<file path="config.mk">
export PLATFORM = sky130hd
export DESIGN_NAME = rx_mb_lock_ctrl
export DESIGN_NICKNAME = d
export VERILOG_FILES = /design/src/rtl/mbl_pkg.sv /design/src/rtl/mbl_lock_track.sv /design/src/rtl/mbl_stage.sv /design/src/rtl/mbl_mb_array.sv /design/src/rtl/rx_mb_lock_ctrl.sv
export SDC_FILE = /design/constraint.sdc
export NUM_CORES = 1
export LEC_CHECK = 0
export BUFFER_PORTS_ARGS = -buffer_cell sky130_fd_sc_hd__clkbuf_2
export CAP_MARGIN = 20
export CORE_ASPECT_RATIO = 1.75
export CORE_MARGIN = 5
export CORE_UTILIZATION = 60
export CTS_CLUSTER_DIAMETER = 200
export CTS_CLUSTER_SIZE = 10
export DETAILED_ROUTE_END_ITERATION = 7
export PLACE_DENSITY = 0.78
export RECOVER_POWER = 100
export SLEW_MARGIN = 20
export SYNTH_ARGS = -nofsm -noshare
export SYNTH_HDL_FRONTEND = slang
export SYNTH_SLANG_ARGS = --single-unit
export TNS_END_PERCENT = 20
</file>
<file path="constraint.sdc">
create_clock -name clk -period 3.05 [get_ports clk]
set_clock_uncertainty 0.1 [all_clocks]
set_input_delay 0.305 -clock clk [delete_from_list [all_inputs] [get_ports clk]]
set_output_delay 0.305 -clock clk [all_outputs]
set_load 0.005 [all_outputs]
</file>
<file path="src/rtl/mbl_pkg.sv">
package mbl_pkg;

    localparam logic [3:0] CODE_INACTIVE = 4'b0000;
    localparam logic [3:0] CODE_EMPTY    = 4'b0100;
    localparam logic [3:0] CODE_FULL     = 4'b0010;
    localparam logic [3:0] CODE_OVERRUN  = 4'b0110;
    localparam int         BUSY_BIT      = 0;
    localparam int         TX_BIT        = 3;

    // Resolved CPU access for one cycle
    typedef enum logic [1:0] {
        ACC_NONE = 2'd0,
        ACC_RD   = 2'd1,
        ACC_WR   = 2'd2,
        ACC_TMR  = 2'd3
    } acc_e;

    // Does a read of this visible code take the lock
    function automatic logic lock_ok(input logic [3:0] c, input logic empty_nolock);
        if (c[TX_BIT] || c[BUSY_BIT]) return 1'b0;
        return (c == CODE_FULL) || (c == CODE_OVERRUN) ||
               ((c == CODE_EMPTY) && !empty_nolock);
    endfunction

    // Code left behind when a frame lands on a mailbox holding code prev
    function automatic logic [3:0] land_code(input logic [3:0] prev);
        return ((prev == CODE_FULL) || (prev == CODE_OVERRUN)) ? CODE_OVERRUN : CODE_FULL;
    endfunction

endpackage

</file>
<file path="src/rtl/mbl_lock_track.sv">
module mbl_lock_track
    import mbl_pkg::*;
#(
    parameter int NUM_MB   = 8,
    parameter int FIFO_MBS = 2,
    localparam int IDX_W   = $clog2(NUM_MB)
) (
    input  logic             clk,
    input  logic             rst,
    input  acc_e             acc,
    input  logic [IDX_W-1:0] acc_idx,
    input  logic [3:0]       acc_code,
    input  logic             fifo_en,
    input  logic             empty_nolock,
    output logic             lock_vld,
    output logic [IDX_W-1:0] lock_idx
);

    localparam logic [IDX_W:0] FIFO_LIM = (IDX_W+1)'(FIFO_MBS);

    logic in_fifo;
    logic can_lock;

    assign in_fifo  = fifo_en && ({1'b0, acc_idx} < FIFO_LIM);
    assign can_lock = !in_fifo && lock_ok(acc_code, empty_nolock);

    always_ff @(posedge clk) begin
        if (rst) begin
            lock_vld <= 1'b0;
            lock_idx <= '0;
        end else begin
            unique case (acc)
                ACC_WR: begin
                    if (acc_idx == lock_idx) lock_vld <= 1'b0;
                end
                ACC_RD: begin
                    lock_vld <= can_lock;
                    if (can_lock) lock_idx <= acc_idx;
                end
                ACC_TMR: lock_vld <= 1'b0;
                default: ;
            endcase
        end
    end


    tmr_release_chk: assert property (@(posedge clk) disable iff (rst)
        (acc == ACC_TMR) |=> !lock_vld);


    wr_release_chk: assert property (@(posedge clk) disable iff (rst)
        (acc == ACC_WR && lock_vld && acc_idx == lock_idx) |=> !lock_vld);


    lock_source_chk: assert property (@(posedge clk) disable iff (rst)
        $rose(lock_vld) |-> ($past(acc) == ACC_RD && lock_idx == $past(acc_idx)));


    busy_nolock_chk: assert property (@(posedge clk) disable iff (rst)
        (acc == ACC_RD && acc_code[BUSY_BIT]) |=> !lock_vld);

endmodule

</file>
<file path="src/rtl/mbl_stage.sv">
module mbl_stage
    import mbl_pkg::*;
#(
    parameter int NUM_MB   = 8,
    parameter int FRAME_W  = 32,
    parameter int MOVE_CYC = 4,
    localparam int IDX_W   = $clog2(NUM_MB),
    localparam int CNT_W   = $clog2(MOVE_CYC + 1)
) (
    input  logic               clk,
    input  logic               rst,
    input  logic               match_vld,
    input  logic [IDX_W-1:0]   match_idx,
    input  logic [FRAME_W-1:0] match_frame,
    input  logic               lock_vld,
    input  logic [IDX_W-1:0]   lock_idx,
    output logic               dir_we,
    output logic               land_we,
    output logic [IDX_W-1:0]   land_idx,
    output logic [FRAME_W-1:0] land_frame,
    output logic               busy_vld
);

    localparam logic [CNT_W-1:0] LAST = CNT_W'(MOVE_CYC - 1);

    logic               stg_vld;
    logic [IDX_W-1:0]   stg_idx;
    logic [FRAME_W-1:0] stg_frame;
    logic [CNT_W-1:0]   cnt;
    logic               need_stage;

    // A move runs whenever a frame is staged and its target is free
    assign busy_vld   = stg_vld && !(lock_vld && lock_idx == stg_idx);
    assign land_we    = busy_vld && (cnt == LAST);
    assign land_idx   = stg_idx;
    assign land_frame = stg_frame;

    assign need_stage = (lock_vld && match_idx == lock_idx) ||
                        (stg_vld && match_idx == stg_idx);
    assign dir_we     = match_vld && !need_stage;

    always_ff @(posedge clk) begin
        if (rst) begin
            stg_vld   <= 1'b0;
            stg_idx   <= '0;
            stg_frame <= '0;
            cnt       <= '0;
        end else begin
            if (land_we) begin
                stg_vld <= 1'b0;
                cnt     <= '0;
            end else if (busy_vld) begin
                cnt <= cnt + 1'b1;
            end
            if (match_vld && need_stage) begin
                stg_vld   <= 1'b1;
                stg_idx   <= match_idx;
                stg_frame <= match_frame;
                if (!stg_vld || match_idx != stg_idx) cnt <= '0;
            end
        end
    end

endmodule

</file>
<file path="src/rtl/mbl_mb_array.sv">
module mbl_mb_array
    import mbl_pkg::*;
#(
    parameter int NUM_MB  = 8,
    parameter int FRAME_W = 32,
    localparam int IDX_W  = $clog2(NUM_MB)
) (
    input  logic               clk,
    input  logic               rst,
    input  acc_e               acc,
    input  logic [IDX_W-1:0]   acc_idx,
    input  logic [3:0]         wcode,
    input  logic               dir_we,
    input  logic [IDX_W-1:0]   dir_idx,
    input  logic [FRAME_W-1:0] dir_frame,
    input  logic               land_we,
    input  logic [IDX_W-1:0]   land_idx,
    input  logic [FRAME_W-1:0] land_frame,
    input  logic               busy_vld,
    input  logic [IDX_W-1:0]   busy_idx,
    output logic [3:0]         acc_code,
    output logic [3:0]         rd_code,
    output logic [FRAME_W-1:0] rd_frame
);

    logic [3:0]         code_q  [NUM_MB];
    logic [FRAME_W-1:0] frame_q [NUM_MB];
    logic [3:0]         vis     [NUM_MB];

    for (genvar g = 0; g < NUM_MB; g++) begin : g_vis
        assign vis[g] = code_q[g] | {3'b000, busy_vld && (busy_idx == IDX_W'(g))};
    end

    assign acc_code = vis[acc_idx];

    always_ff @(posedge clk) begin
        if (rst) begin
            for (int i = 0; i < NUM_MB; i++) begin
                code_q[i]  <= CODE_INACTIVE;
                frame_q[i] <= '0;
            end
            rd_code  <= '0;
            rd_frame <= '0;
        end else begin
            if (acc == ACC_WR) code_q[acc_idx] <= wcode;
            if (dir_we) begin
                frame_q[dir_idx] <= dir_frame;
                code_q[dir_idx]  <= land_code(code_q[dir_idx]);
            end
            if (land_we) begin
                frame_q[land_idx] <= land_frame;
                code_q[land_idx]  <= land_code(code_q[land_idx]);
            end
            if (acc == ACC_RD) begin
                rd_code  <= vis[acc_idx];
                rd_frame <= frame_q[acc_idx];
            end
        end
    end

endmodule

</file>
<file path="src/rtl/rx_mb_lock_ctrl.sv">
module rx_mb_lock_ctrl
    import mbl_pkg::*;
#(
    parameter int NUM_MB   = 8,
    parameter int FRAME_W  = 32,
    parameter int FIFO_MBS = 2,
    parameter int MOVE_CYC = 4,
    localparam int IDX_W   = $clog2(NUM_MB)
) (
    input  logic               clk,
    input  logic               rst,
    input  logic               cpu_rd,
    input  logic               cpu_wr,
    input  logic [IDX_W-1:0]   cpu_idx,
    input  logic [3:0]         cpu_wcode,
    input  logic               tmr_rd,
    input  logic               fifo_en,
    input  logic               empty_nolock,
    input  logic               match_vld,
    input  logic [IDX_W-1:0]   match_idx,
    input  logic [FRAME_W-1:0] match_frame,
    output logic [3:0]         rd_code,
    output logic [FRAME_W-1:0] rd_frame,
    output logic               lock_vld,
    output logic [IDX_W-1:0]   lock_idx
);

    acc_e               acc;
    logic [3:0]         acc_code;
    logic               dir_we;
    logic               land_we;
    logic [IDX_W-1:0]   land_idx;
    logic [FRAME_W-1:0] land_frame;
    logic               busy_vld;

    assign acc = cpu_wr ? ACC_WR : cpu_rd ? ACC_RD : tmr_rd ? ACC_TMR : ACC_NONE;

    mbl_lock_track #(.NUM_MB(NUM_MB), .FIFO_MBS(FIFO_MBS)) u_lock (
        .clk(clk), .rst(rst), .acc(acc), .acc_idx(cpu_idx), .acc_code(acc_code),
        .fifo_en(fifo_en), .empty_nolock(empty_nolock),
        .lock_vld(lock_vld), .lock_idx(lock_idx)
    );

    mbl_stage #(.NUM_MB(NUM_MB), .FRAME_W(FRAME_W), .MOVE_CYC(MOVE_CYC)) u_stage (
        .clk(clk), .rst(rst), .match_vld(match_vld), .match_idx(match_idx),
        .match_frame(match_frame), .lock_vld(lock_vld), .lock_idx(lock_idx),
        .dir_we(dir_we), .land_we(land_we), .land_idx(land_idx),
        .land_frame(land_frame), .busy_vld(busy_vld)
    );

    mbl_mb_array #(.NUM_MB(NUM_MB), .FRAME_W(FRAME_W)) u_array (
        .clk(clk), .rst(rst), .acc(acc), .acc_idx(cpu_idx), .wcode(cpu_wcode),
        .dir_we(dir_we), .dir_idx(match_idx), .dir_frame(match_frame),
        .land_we(land_we), .land_idx(land_idx), .land_frame(land_frame),
        .busy_vld(busy_vld), .busy_idx(land_idx), .acc_code(acc_code),
        .rd_code(rd_code), .rd_frame(rd_frame)
    );


    direct_unlocked_chk: assert property (@(posedge clk) disable iff (rst)
        dir_we |-> !(lock_vld && match_idx == lock_idx));


    moving_unlocked_chk: assert property (@(posedge clk) disable iff (rst)
        lock_vld |-> !(busy_vld && land_idx == lock_idx));

endmodule

</file>
==> impl_results.rst, run 1 <==
.. list-table::
   :header-rows: 1

   * - Metric
     - Value
   * - Run status
     - completed
   * - #FFs+latches synth
     - 370
   * - Area growth from synthesis to layout
     - 10.3%
   * - Estimated wirelength of the detail-placed design
     - 30.3 mm
   * - Worst Path Required
     - 3.24 ns
   * - Number of port buffers
     - 89
   * - Wire length of the first global-routing pass
     - 74.4 mm
   * - Die width
     - 140 um
   * - Hold Fails Final Rpt
     - 0
   * - Max_cap viols
     - 0
   * - Hold Worst Slack
     - 0.0141 ns
   * - Max incr delay on CP
     - 0.56 ns
   * - Slew Viols, Final
     - 0
   * - CP Cell Sequence
     - xnor2_1, nand4_1, nand4_1, clkbuf_1, nor2_1, clkbuf_2, or4_1
   * - Ratio of total power to cell area
     - 558 nW/um^2
   * - Sequential fraction of the synthesis area
     - 0.564
   * - DRC violations left
     - 0
   * - Slowest cell on the critical path
     - sky130_fd_sc_hd__or4_1
   * - Post-route ant nets
     - 0
   * - Unrepaired setup endpoints after global routing
     - no
   * - Core footprint
     - 29400 um^2
   * - Max Freq
     - 355 MHz
   * - Most frequent cells in the layout
     - sky130_fd_sc_hd__edfxtp_1, sky130_fd_sc_hd__a22o_1, sky130_fd_sc_hd__dfxtp_1
   * - Post-layout nets
     - 1383
   * - CTS tree
     - done
   * - Clock transition at the registers of the reported paths
     - 0.06 ns
   * - Post-CTS Repair Setup Buffers
     - 0
   * - Via/cell ratio
     - 7.06
   * - Count of endpoints failing setup in the final report
     - 0
   * - Number of top-level pins
     - 90
   * - Endpoint class of the critical path
     - register
   * - Leftover overflow at the end of global routing
     - 0
   * - Routed via count
     - 12300
   * - Vertical die dimension
     - 238 um
   * - Static leakage
     - 7.17 nW
   * - Count of antenna diodes in the layout
     - 0
   * - Floorplan row count
     - 83
   * - Launch instance of the worst register-to-register path
     - u_lock.lock_idx[2]
   * - Worst-path maximum fanout
     - 15
   * - Die Area
     - 33400 um^2
   * - Clock tree root driver cell
     - sky130_fd_sc_hd__clkbuf_16
   * - Via count of the first global-routing pass
     - 12800
   * - Number of unique standard cell types used by synthesis
     - 63
   * - TritonCTS Buffers
     - 42
   * - Period utilisation layout
     - 0.925
   * - Number of enable-type register cells in the synthesized netlist
     - 264
   * - Transition time at the pin with the least slew margin
     - 1.21 ns
   * - Most common cell after layout, fill and taps aside
     - sky130_fd_sc_hd__edfxtp_1
   * - Number of design-rule violations left by the first detailed-router iteration
     - 1295
   * - Largest net degree at the start of global routing
     - 65
   * - Effective utilization at floorplan
     - 0.606
   * - Startpoint Class
     - register
   * - Max VDD drop
     - 454 uV
   * - Relative slew margins
     - 0.196
   * - Last weighted congestion value of the routability-driven placer
     - 0.880
   * - Crit path from
     - u_lock.lock_idx[2]
   * - Setup slack, reg-to-reg
     - 0.23 ns
   * - Post-synthesis average cell area
     - 13.6 um^2
   * - Setup TNS Final
     - 0 ns
   * - Share of cells above drive strength 1
     - 0.215
   * - Maximum clock insertion buffer count
     - 3
   * - Total Wirelength
     - 48.8 mm
   * - Most used DFF post-synth
     - sky130_fd_sc_hd__edfxtp_1
   * - Synth Instances
     - 1311
   * - Most repeated library cell on the critical path
     - sky130_fd_sc_hd__nand4_1
   * - GRT Overall Usage
     - 0.291
   * - Finished layout cell area
     - 19600 um^2
   * - CTS H-tree depth
     - 2
   * - Number of sinks on the clock net
     - 370
   * - Arrival @ worst endpoint
     - 3.01 ns
   * - Asr flop ratio synth
     - 0
   * - Clock latency at the later pin of the worst-skew pair
     - 0.55 ns
   * - Critical setup path kind
     - register to register
   * - Cell area after placement
     - 18700 um^2
   * - Antenna violations before repair
     - 0
   * - First-pass detailed-route iteration total
     - 6
   * - Pwr Total
     - 11.0 mW
   * - Critical hold path startpoint
     - fifo_en
   * - Final critical path time including I/O delays and setup
     - 2.82 ns
   * - Final routed wire length divided by cell count
     - 27.9 um
   * - Post-synthesis net count
     - 1363
   * - Path category of the worst min-delay check
     - input pin to register
   * - Total of warnings raised by yosys
     - 0
   * - Synthesized cell area
     - 17800 um^2
-- area by class of cell --
cell class	count	area, um^2
Sequential cell	370	10000
Fill cell	2077	9750
Multi-Input combinational cell	749	6950
Clock buffer	73	1170
Timing Repair Buffer	164	945
Tap cell	382	478
Clock inverter	3	33.8
Inverter	4	15.0
-- what timing repair did --
action,CTS,global route
gates resized for setup,0,0
hold buffers,1,0
hold endpoints to repair,1,0
-- kinds of logic after synthesis --
group / count (synthesis) / share of synthesized area
simple gates: 240 / 0.0752
buf+inv: 192 / 0.0485
flops: 370 / 0.564
compound gates: 338 / 0.163
xor+xnor: 15 / 0.00738
mux: 154 / 0.140
fa+ha+maj: 2 / 0.00140
-- worst max-delay path, delay by kind of cell (launching register included) --
| kind | cells | cell delay (ns) |
|---|---|---|
| AND/OR/NAND/NOR | 4 | 1.20 |
| buffers and inverters | 2 | 0.65 |
| flip-flops | 1 | 0.45 |
| XOR/XNOR | 1 | 0.15 |
-- registers in the layout, summed over array words and instances (netlist names), named ones only --
register / count
u_array.rd_code: 4
u_array.rd_frame: 32
u_lock.lock_vld: 1
u_stage.cnt: 3
u_array.code_q: 32
u_lock.lock_idx: 3
u_stage.land_idx: 3
u_stage.land_frame: 32
u_array.frame_q: 256
u_stage.stg_vld: 1
-- power by group --
part           total, mW  internal, mW  switching [mW]
clock               4.54          2.59            1.95
sequential          5.62          5.55          0.0674
combinational      0.802         0.306           0.496
total               11.0          8.45            2.51
-- metrics by stage --
step | util | setup WS, ns | instances
finish | 0.668 | 0.230 | 1745
global route | 0.668 | 0.122 | 1745
CTS | 0.676 | 0.422 | 1745
detailed placement | 0.635 | 0.358 | 1668
global placement | 0.635 | 0.387 | 1668
floorplan | - | 0.291 | 1311
-- synthesized netlist by cell type (all sizes together), types with 2 or more instances --
cell type	count	area share
a2111o	6	0.0038
a2111oi	3	0.0025
a211oi	42	0.018
a21oi	15	0.0042
a22o	256	0.13
and2	2	0.00070
buf	91	0.027
clkbuf	97	0.020
dfxtp	106	0.12
edfxtp	264	0.45
ha	2	0.0014
inv	4	0.00084
mux2	2	0.0013
mux2i	78	0.044
mux4	74	0.094
nand2	30	0.0063
nand2b	12	0.0042
nand3	11	0.0031
nand3b	7	0.0030
nand4	3	0.0011
nand4b	3	0.0015
nor2	87	0.018
nor2b	7	0.0025
nor3	20	0.0070
nor3b	15	0.0066
nor4	4	0.0026
nor4b	3	0.0022
o211ai	2	0.00084
o311ai	6	0.0030
o41ai	2	0.0025
or3	9	0.0032
or3b	13	0.0064
or4	8	0.0034
or4b	2	0.0011
xnor2	12	0.0059
xor2	3	0.0015
-- path summary, 6_finish.rpt --
check	endpoint	depth (start not counted)
worst min-delay path	u_lock.lock_idx[2]	3
worst max register to register	u_array.code_q[3][2]	7
worst max-delay path	u_array.code_q[3][2]	7
worst min register to register	u_stage.cnt[1]	2
-- metal layers --
layer | part of all wire | GRT usage | up-vias
met5 | 0 | 0 | -
met4 | 0.064 | 0.166 | 0
met3 | 0.077 | 0.0441 | 220
met2 | 0.52 | 0.510 | 737
met1 | 0.34 | 0.339 | 6140
li1 | - | - | 5222
No activity file was read; power rests on OpenSTA's default activity.
==> run 2, diff against run 1 <==
- SYNTH_HIERARCHICAL: default -> 1
==> run 2 against run 1 <==
Utilization rose by 1.4 points; via count rose by 9.0%; count of clock-buffer cells in the layout fell by 2; synthesized cell count rose by 10%; largest cell class unchanged.
==> impl_results.rst, run 2 <==
.. list-table::
   :header-rows: 1

   * - Metric
     - Value
   * - Synth Instances
     - 1443 (was 1311)
   * - Ratio of total power to cell area
     - 545 nW/um^2 (was 558 nW/um^2)
   * - Final-layout fill cell count
     - 2124 (was 2077)
   * - Number of enable-type register cells in the synthesized netlist
     - 264 (unchanged)
   * - CTS tree
     - done (unchanged)
   * - Estimated wirelength of the detail-placed design
     - 31.5 mm (was 30.3 mm)
   * - Post-synthesis net count
     - 1495 (was 1363)
   * - Hold path depth
     - 3 (unchanged)
   * - Total Wirelength
     - 55.4 mm (was 48.8 mm)
   * - #FFs+latches synth
     - 367 (was 370)
   * - Via count of the first global-routing pass
     - 13600 (was 12800)
   * - Synth area leaders
     - sky130_fd_sc_hd__edfxtp_1, sky130_fd_sc_hd__a22o_1, sky130_fd_sc_hd__dfxtp_1, sky130_fd_sc_hd__mux4_2, sky130_fd_sc_hd__mux2i_1 (unchanged)
   * - Die width
     - 142 um (was 140 um)
   * - Max VDD drop
     - 431 uV (was 454 uV)
   * - Sequential standard cell area
     - 9990 um^2 (was 10000 um^2)
   * - Clock transition at the registers of the reported paths
     - 0.06 ns (about the same)
   * - Post-synthesis share of cell area spent on full adders, half adders and majority gates
     - 0.00136 (was 0.00140)
   * - GRT Overall Usage
     - 0.318 (was 0.291)
   * - Max_cap viols
     - 0 (unchanged)
   * - TritonCTS Buffers
     - 42 (unchanged)
   * - Post-route ant nets
     - 0 (unchanged)
   * - Worst-path maximum fanout
     - 32 (was 15)
   * - Die Area
     - 34300 um^2 (was 33400 um^2)
   * - Final routed wire length divided by cell count
     - 29.2 um (was 27.9 um)
   * - Hold Fails Final Rpt
     - 0 (unchanged)
   * - Vertical die dimension
     - 241 um (was 238 um)
   * - Multi-input gate area
     - 7600 um^2 (was 6950 um^2)
   * - Path category of the worst min-delay check
     - input pin to register (unchanged)
   * - Relative slew margins
     - 0.183 (was 0.196)
   * - Placed Cells
     - 1816 (was 1668)
   * - Endpoint class of the critical path
     - register (unchanged)
   * - Area fraction of the dominant cell type after synthesis
     - 0.432 (was 0.445)
   * - Share of the synthesized area in compound gates (AO/OA/AOI/OAI)
     - 0.193 (was 0.163)
   * - Most frequent cell after synthesis
     - sky130_fd_sc_hd__edfxtp_1 (unchanged)
   * - First-pass detailed-route iteration total
     - 6 (unchanged)
   * - Clock latency at the later pin of the worst-skew pair
     - 0.55 ns (about the same)
   * - Most used DFF post-synth
     - sky130_fd_sc_hd__edfxtp_1 (unchanged)
   * - Total of warnings raised by yosys
     - 6 (was 0)
   * - Parity-gate share of the synthesized area counting xor and xnor cells
     - 0.00573 (was 0.00738)
   * - Period utilisation layout
     - 0.985 (was 0.925)
   * - Critical setup path kind
     - register to register (unchanged)
   * - Unrepaired setup endpoints after global routing
     - yes (was no)
   * - Number of unique standard cell types used by synthesis
     - 89 (was 63)
   * - DRC violations left
     - 0 (unchanged)
   * - Worst Path Required
     - 3.35 ns (was 3.24 ns)
   * - Floorplan row count
     - 84 (was 83)
   * - Slowest cell on the critical path
     - sky130_fd_sc_hd__nor2_4 (was sky130_fd_sc_hd__or4_1)
   * - Number of top-level pins
     - 90 (unchanged)
   * - Largest reg by FF count
     - u_array/frame_q (was u_array.frame_q)
   * - Critical hold path startpoint
     - match_frame[20] (was fifo_en)
   * - Via/cell ratio
     - 7.08 (was 7.06)
   * - Launch instance of the worst register-to-register path
     - u_stage/land_idx[0] (was u_lock.lock_idx[2])
   * - Setup slack, reg-to-reg
     - 0.05 ns (was 0.23 ns)
   * - Cell area after placement
     - 19300 um^2 (was 18700 um^2)
   * - Final critical path time including I/O delays and setup
     - 3.00 ns (was 2.82 ns)
   * - Slew Viols, Final
     - 0 (unchanged)
   * - Post-layout instance count excluding filler cells
     - 1897 (was 1745)
   * - Transition time at the pin with the least slew margin
     - 1.22 ns (was 1.21 ns)
   * - Worst Path Buf+Inv
     - 2 (unchanged)
   * - Area growth from synthesis to layout
     - 12.2% (was 10.3%)
   * - Wire length of the first global-routing pass
     - 81.7 mm (was 74.4 mm)
   * - Core footprint
     - 30200 um^2 (was 29400 um^2)
   * - Fraction of the mapped netlist area in simple logic gates
     - 0.0997 (was 0.0752)
   * - Static leakage
     - 7.27 nW (was 7.17 nW)
   * - Largest register FFs
     - 256 (unchanged)
   * - CTS H-tree depth
     - 2 (unchanged)
   * - Max incr delay on CP
     - 0.91 ns (was 0.56 ns)
   * - Most frequent cells in the layout
     - sky130_fd_sc_hd__edfxtp_1, sky130_fd_sc_hd__a22o_1, sky130_fd_sc_hd__dfxtp_1 (unchanged)
   * - Most common cell after layout, fill and taps aside
     - sky130_fd_sc_hd__edfxtp_1 (unchanged)
   * - Cell taking the most area after synthesis
     - sky130_fd_sc_hd__edfxtp_1 (unchanged)
   * - Number of port buffers
     - 89 (unchanged)
   * - R2R Path End
     - u_array/frame_q[2][22] (was u_array.code_q[3][2])
   * - Worst-case reg-to-reg path depth
     - 9 (was 7)
   * - Dominant combinational cell family by area after synthesis
     - compound AO/OA/AOI/OAI gates (unchanged)
   * - Last weighted congestion value of the routability-driven placer
     - 0.967 (was 0.880)
   * - Post-synthesis average cell area
     - 12.7 um^2 (was 13.6 um^2)
   * - Finished layout cell area
     - 20600 um^2 (was 19600 um^2)
   * - Max Freq
     - 333 MHz (was 355 MHz)
   * - Share of cells above drive strength 1
     - 0.221 (was 0.215)
   * - Maximum clock insertion buffer count
     - 3 (unchanged)
   * - Sequential fraction of the synthesis area
     - 0.545 (was 0.564)
   * - Clock tree root driver cell
     - sky130_fd_sc_hd__clkbuf_16 (unchanged)
   * - Fraction of synthesized area in multiplexers
     - 0.106 (was 0.140)
   * - Count of endpoints failing setup in the final report
     - 0 (unchanged)
   * - Number of design-rule violations left by the first detailed-router iteration
     - 1697 (was 1295)
   * - Number of sinks on the clock net
     - 367 (was 370)
   * - Kind of cell with the highest combined delay on the critical path
     - simple AND/OR/NAND/NOR gates (unchanged)
   * - Leftover overflow at the end of global routing
     - 0 (unchanged)
   * - Synthesized cell area
     - 18300 um^2 (was 17800 um^2)
   * - Asr flop ratio synth
     - 0 (unchanged)
   * - Run status
     - completed (unchanged)
   * - Antenna violations before repair
     - 2 (was 0)
   * - Effective utilization at floorplan
     - 0.608 (was 0.606)
   * - Largest net degree at the start of global routing
     - 81 (was 65)
   * - Startpoint Class
     - register (unchanged)
   * - Synth cell count leaders
     - sky130_fd_sc_hd__edfxtp_1, sky130_fd_sc_hd__a22o_1, sky130_fd_sc_hd__dfxtp_1, sky130_fd_sc_hd__nand2b_1 (was sky130_fd_sc_hd__edfxtp_1, sky130_fd_sc_hd__a22o_1, sky130_fd_sc_hd__dfxtp_1, sky130_fd_sc_hd__clkbuf_1, sky130_fd_sc_hd__nor2_1)
   * - CP Cell Sequence
     - xor2_2, o41ai_4, inv_2, and2_2, nand3_4, buf_4, nor3_4, nor2_4, a22o_1 (was xnor2_1, nand4_1, nand4_1, clkbuf_1, nor2_1, clkbuf_2, or4_1)
   * - Routed via count
     - 13400 (was 12300)
   * - Min-Delay Endpoint
     - u_stage/land_frame[20] (was u_lock.lock_idx[2])
   * - Arrival @ worst endpoint
     - 3.31 ns (was 3.01 ns)
   * - Post-layout nets
     - 1530 (was 1383)
[run 2: cell count changes after synthesis, sizes merged, moves of 17 or more]
cell / previous run / this run
mux2: 2 / 33
a22oi: 0 / 17
nand2b: 12 / 82
mux4: 74 / 44
a21oi: 15 / 34
o21ai: 0 / 17
a211oi: 42 / 12
mux2i: 78 / 57
buf: 91 / 139
clkbuf: 97 / 45
[run 2: layout make-up]
type,instances,area share
inverters,11,0.00213
multi-input cells,883,0.369
well taps,387,0.0235
clock inverters,3,0.00164
diodes,2,0.000243
repair buffers,173,0.0605
clock buffers,71,0.0574
flip-flops and latches,367,0.485
[run 2: through the flow]
stage	TNS, ns	setup WS, ns	total power [mW]	util	hold WS, ns
after global routing	-0.586	-0.0921	11.6	0.682	0.0411
after global placement	0	0.0946	6.72	0.641	0.339
after floorplan	-0.750	-0.0766	6.38	-	0.329
after detailed placement	0	0.0812	6.76	0.641	0.367
final	0	0.0468	11.2	0.682	0.0247
after CTS	0	0.0497	11.2	0.682	0.00726
[run 2: layer usage]
metal	GRT usage	vias up	share of wire
met5	0	-	0
li1	-	5686	-
met1	0.377	6584	0.34
met3	0.0650	236	0.10
met4	0.187	0	0.069
met2	0.535	922	0.49
[run 2: logic make-up after synthesis]
family,Yosys count
AOI/OAI and AO/OA,423
xor gates and xnor gates,12
adders and majority gates,2
buffers and inverters,195
DFF,367
muxes,134
and+or+nand+nor,310
[run 2: repair_timing]
item	4_1_cts	5_1_grt
endpoints found under the setup margin	0	45
hold buffers	1	0
endpoints found under the hold margin	1	0
setup buffers	0	2
resized for setup	0	7
[run 2: report_power, final]
group	total [mW]	switching [mW]	leakage [nW]	internal, mW
sequential	5.70	0.0903	3.37	5.61
combinational	0.975	0.591	3.32	0.384
clock	4.55	1.92	0.581	2.63
total	11.2	2.60	7.27	8.62
[run 2: worst max-delay path by stage]
| stage | startpoint | to | cells after the start |
|---|---|---|---|
| floorplan | u_stage/land_idx[0] | u_array/code_q[0][2] | 8 |
| global placement | u_stage/land_idx[0] | u_lock/lock_idx[0] | 10 |
| detailed placement | u_stage/land_idx[0] | u_lock/lock_idx[0] | 10 |
| CTS | u_stage/land_idx[2] | u_lock/lock_idx[0] | 10 |
| global route | u_stage/land_idx[0] | u_lock/lock_idx[0] | 11 |
| finish | u_stage/land_idx[0] | u_array/frame_q[2][22] | 9 |
[run 2: worst register-to-register path: stages, from the launching register on]
cell and delay, ns:
sky130_fd_sc_hd__dfxtp_2 0.33, sky130_fd_sc_hd__xor2_2 0.18, sky130_fd_sc_hd__o41ai_4 0.37, sky130_fd_sc_hd__inv_2 0.11
sky130_fd_sc_hd__and2_2 0.26, sky130_fd_sc_hd__nand3_4 0.12, sky130_fd_sc_hd__buf_4 0.14, sky130_fd_sc_hd__nor3_4 0.04
sky130_fd_sc_hd__nor2_4 0.91, sky130_fd_sc_hd__a22o_1 0.30
==> run 3, diff against run 2 <==
- CTS_BUF_LIST: default -> sky130_fd_sc_hd__clkbuf_16
==> run 3 against run 2 <==
Via count is essentially flat; sequential cell count is the same; critical path type unchanged; first-iteration DRC count shrank 5.7%; design area is the same; die area is the same; non-clock buffer count is the same.
==> impl_results.rst, run 3 (synthesis gave the netlist of run 2 again) <==
.. list-table::
   :header-rows: 1

   * - Metric
     - Value
   * - Part of the power in the clock network
     - 0.401 (was 0.406)
   * - Worst-path maximum fanout
     - 5 (was 32)
   * - Ratio of total power to cell area
     - 541 nW/um^2 (was 545 nW/um^2)
   * - Effective utilization at floorplan
     - 0.608 (unchanged)
   * - Largest reg by FF count
     - u_array/frame_q (unchanged)
   * - Clock transition at the registers of the reported paths
     - 0.06 ns (about the same)
   * - Number of design-rule violations left by the first detailed-router iteration
     - 1601 (was 1697)
   * - Static leakage
     - 7.39 nW (was 7.27 nW)
   * - Critical setup path kind
     - register to register (unchanged)
   * - Post-layout instance count excluding filler cells
     - 1897 (unchanged)
   * - Startpoint Class
     - register (unchanged)
   * - CP Cell Sequence
     - xor2_2, o41ai_4, inv_2, nor4b_1, or3_1, o311ai_2, o311ai_2, or4b_4, a221oi_4, mux2i_1 (was xor2_2, o41ai_4, inv_2, and2_2, nand3_4, buf_4, nor3_4, nor2_4, a22o_1)
   * - Transition time at the pin with the least slew margin
     - 1.24 ns (was 1.22 ns)
   * - Switch share
     - 0.234 (was 0.232)
   * - Placed Cells
     - 1816 (unchanged)
   * - Setup slack after layout
     - 0.0373 ns (was 0.0468 ns)
   * - First-pass detailed-route iteration total
     - 5 (was 6)
   * - Floorplan row count
     - 84 (unchanged)
   * - Final critical path time including I/O delays and setup
     - 3.01 ns (was 3.00 ns)
   * - Share of cells above drive strength 1
     - 0.221 (unchanged)
   * - Max Freq
     - 332 MHz (was 333 MHz)
   * - Maximum clock insertion buffer count
     - 3 (unchanged)
   * - Run status
     - completed (unchanged)
   * - Endpoint class of the critical path
     - register (unchanged)
   * - Most frequent cells in the layout
     - sky130_fd_sc_hd__edfxtp_1, sky130_fd_sc_hd__a22o_1, sky130_fd_sc_hd__dfxtp_1 (unchanged)
   * - Worst Path Required
     - 3.42 ns (was 3.35 ns)
   * - Combinational cell fraction of total power
     - 0.087 (about the same)
   * - Sequential group share of total power
     - 0.512 (was 0.508)
   * - Count of endpoints failing setup in the final report
     - 0 (unchanged)
   * - Unrepaired setup endpoints after global routing
     - yes (unchanged)
   * - Number of top-level pins
     - 90 (unchanged)
   * - Largest net degree at the start of global routing
     - 81 (unchanged)
   * - Relative slew margins
     - 0.172 (was 0.183)
   * - Switching power total
     - 2.61 mW (was 2.60 mW)
   * - Max VDD drop
     - 431 uV (about the same)
   * - DRC violations left
     - 0 (unchanged)
   * - Post-route ant nets
     - 0 (unchanged)
   * - Finished layout cell area
     - 20600 um^2 (unchanged)
   * - Pwr Total
     - 11.1 mW (was 11.2 mW)
   * - Slowest cell on the critical path
     - sky130_fd_sc_hd__or4b_4 (was sky130_fd_sc_hd__nor2_4)
   * - Worst setup timing slack at the placement stage
     - 0.0812 ns (unchanged)
   * - Utilization after layout
     - 0.682 (unchanged)
   * - Via/cell ratio
     - 7.08 (about the same)
   * - Hold Worst Slack
     - 0.0256 ns (was 0.0247 ns)
   * - Estimated wirelength of the detail-placed design
     - 31.5 mm (unchanged)
   * - Clock tree root driver cell
     - sky130_fd_sc_hd__clkbuf_16 (unchanged)
   * - Final routed wire length divided by cell count
     - 29.1 um (was 29.2 um)
   * - GRT met2 Usage
     - 0.535 (about the same)
   * - Slew Viols, Final
     - 0 (unchanged)
   * - Vertical die dimension
     - 241 um (unchanged)
   * - Most repeated library cell on the critical path
     - sky130_fd_sc_hd__o311ai_2
   * - Most common cell after layout, fill and taps aside
     - sky130_fd_sc_hd__edfxtp_1 (unchanged)
   * - Die Area
     - 34300 um^2 (unchanged)
   * - Met1 GRT Util
     - 0.376 (was 0.377)
   * - Number of port buffers
     - 89 (unchanged)
   * - CTS H-tree depth
     - 2 (unchanged)
   * - Post-layout nets
     - 1530 (unchanged)
   * - Cell Int Power
     - 8.52 mW (was 8.62 mW)
   * - Area growth from synthesis to layout
     - 12.2% (unchanged)
   * - Last weighted congestion value of the routability-driven placer
     - 0.967 (unchanged)
   * - Arrival @ worst endpoint
     - 3.39 ns (was 3.31 ns)
   * - Path category of the worst min-delay check
     - input pin to register (unchanged)
   * - Max incr delay on CP
     - 0.55 ns (was 0.91 ns)
   * - CTS tree
     - done (unchanged)
   * - GRT Overall Usage
     - 0.318 (about the same)
   * - Cell area after placement
     - 19300 um^2 (unchanged)
   * - Clock latency at the later pin of the worst-skew pair
     - 0.54 ns (was 0.55 ns)
   * - TritonCTS Buffers
     - 42 (unchanged)
   * - Die width
     - 142 um (unchanged)
   * - Via count of the first global-routing pass
     - 13600 (about the same)
   * - Wire length of the first global-routing pass
     - 81.7 mm (about the same)
   * - Hold Fails Final Rpt
     - 0 (unchanged)
   * - Antenna violations before repair
     - 2 (unchanged)
   * - Leftover overflow at the end of global routing
     - 0 (unchanged)
   * - Setup TNS Final
     - 0 ns (unchanged)
   * - Max_cap viols
     - 0 (unchanged)
   * - Period utilisation layout
     - 0.988 (was 0.985)
   * - Largest register FFs
     - 256 (unchanged)
   * - GR met3 Demand/Resource
     - 0.0662 (was 0.0650)
   * - Total Wirelength
     - 55.3 mm (was 55.4 mm)
   * - Number of sinks on the clock net
     - 367 (unchanged)
   * - Core footprint
     - 30200 um^2 (unchanged)
   * - Routed via count
     - 13400 (about the same)
   * - Most utilized layer in the global route result
     - met2 (unchanged)
[run 3: cell types whose count changed in the layout (fill, tap and decap cells not counted), sizes merged]
cell    change
clkbuf     -28
inv        +28
[run 3: critical path: cells and delay by family (launching register included)]
family / cells / cell delay (ns)
buffers and inverters: 1 / 0.11
XOR/XNOR: 1 / 0.18
multiplexers: 1 / 0.23
AO/OA/AOI/OAI: 4 / 0.95
AND/OR/NAND/NOR: 3 / 1.03
flip-flops: 1 / 0.33
[run 3: routing by layer]
metal  up-vias  share of wire  routed length [um]
li1       5692              -                   -
met5         -              0                   0
met1      6547           0.33               18300
met2       969           0.49               26900
met3       227           0.11                6160
met4         0          0.070                3850
[run 3: cell type report]
cell class / instances / area (um^2)
multi-input cells: 883 / 7600
clock inverters: 31 / 139
fillers: 2124 / 9580
clock buffers: 43 / 1080
diodes: 2 / 5.00
well taps: 387 / 484
flip-flops and latches: 367 / 9990
inverters: 11 / 43.8
repair buffers: 173 / 1240
[run 3: worst paths after layout]
check	startpoint	to	slack, ns	depth (start not counted)
worst max register to register	u_stage/land_idx[0]	u_lock/lock_idx[0]	0.04	10
worst max-delay path	u_stage/land_idx[0]	u_lock/lock_idx[0]	0.04	10
worst min register to register	u_stage/cnt[2]	u_stage/cnt[2]	0.36	2
worst min-delay path	match_frame[16]	u_stage/land_frame[16]	0.03	3
[run 3: power groups by stage]
stage / logic (mW) / registers (mW) / clock network, mW
detailed placement: 0.960 / 5.80 / 0
CTS: 0.968 / 5.70 / 4.49
global route: 1.03 / 5.72 / 4.72
finish: 0.973 / 5.70 / 4.46
global placement: 0.941 / 5.78 / 0
floorplan: 0.617 / 5.77 / 0
[run 3: timing repair]
action | 4_1_cts | 5_1_grt
setup buffers | 0 | 2
hold buffers | 1 | 0
gates resized for setup | 0 | 7
endpoints found under the setup margin | 0 | 45
hold endpoints to repair | 1 | 0
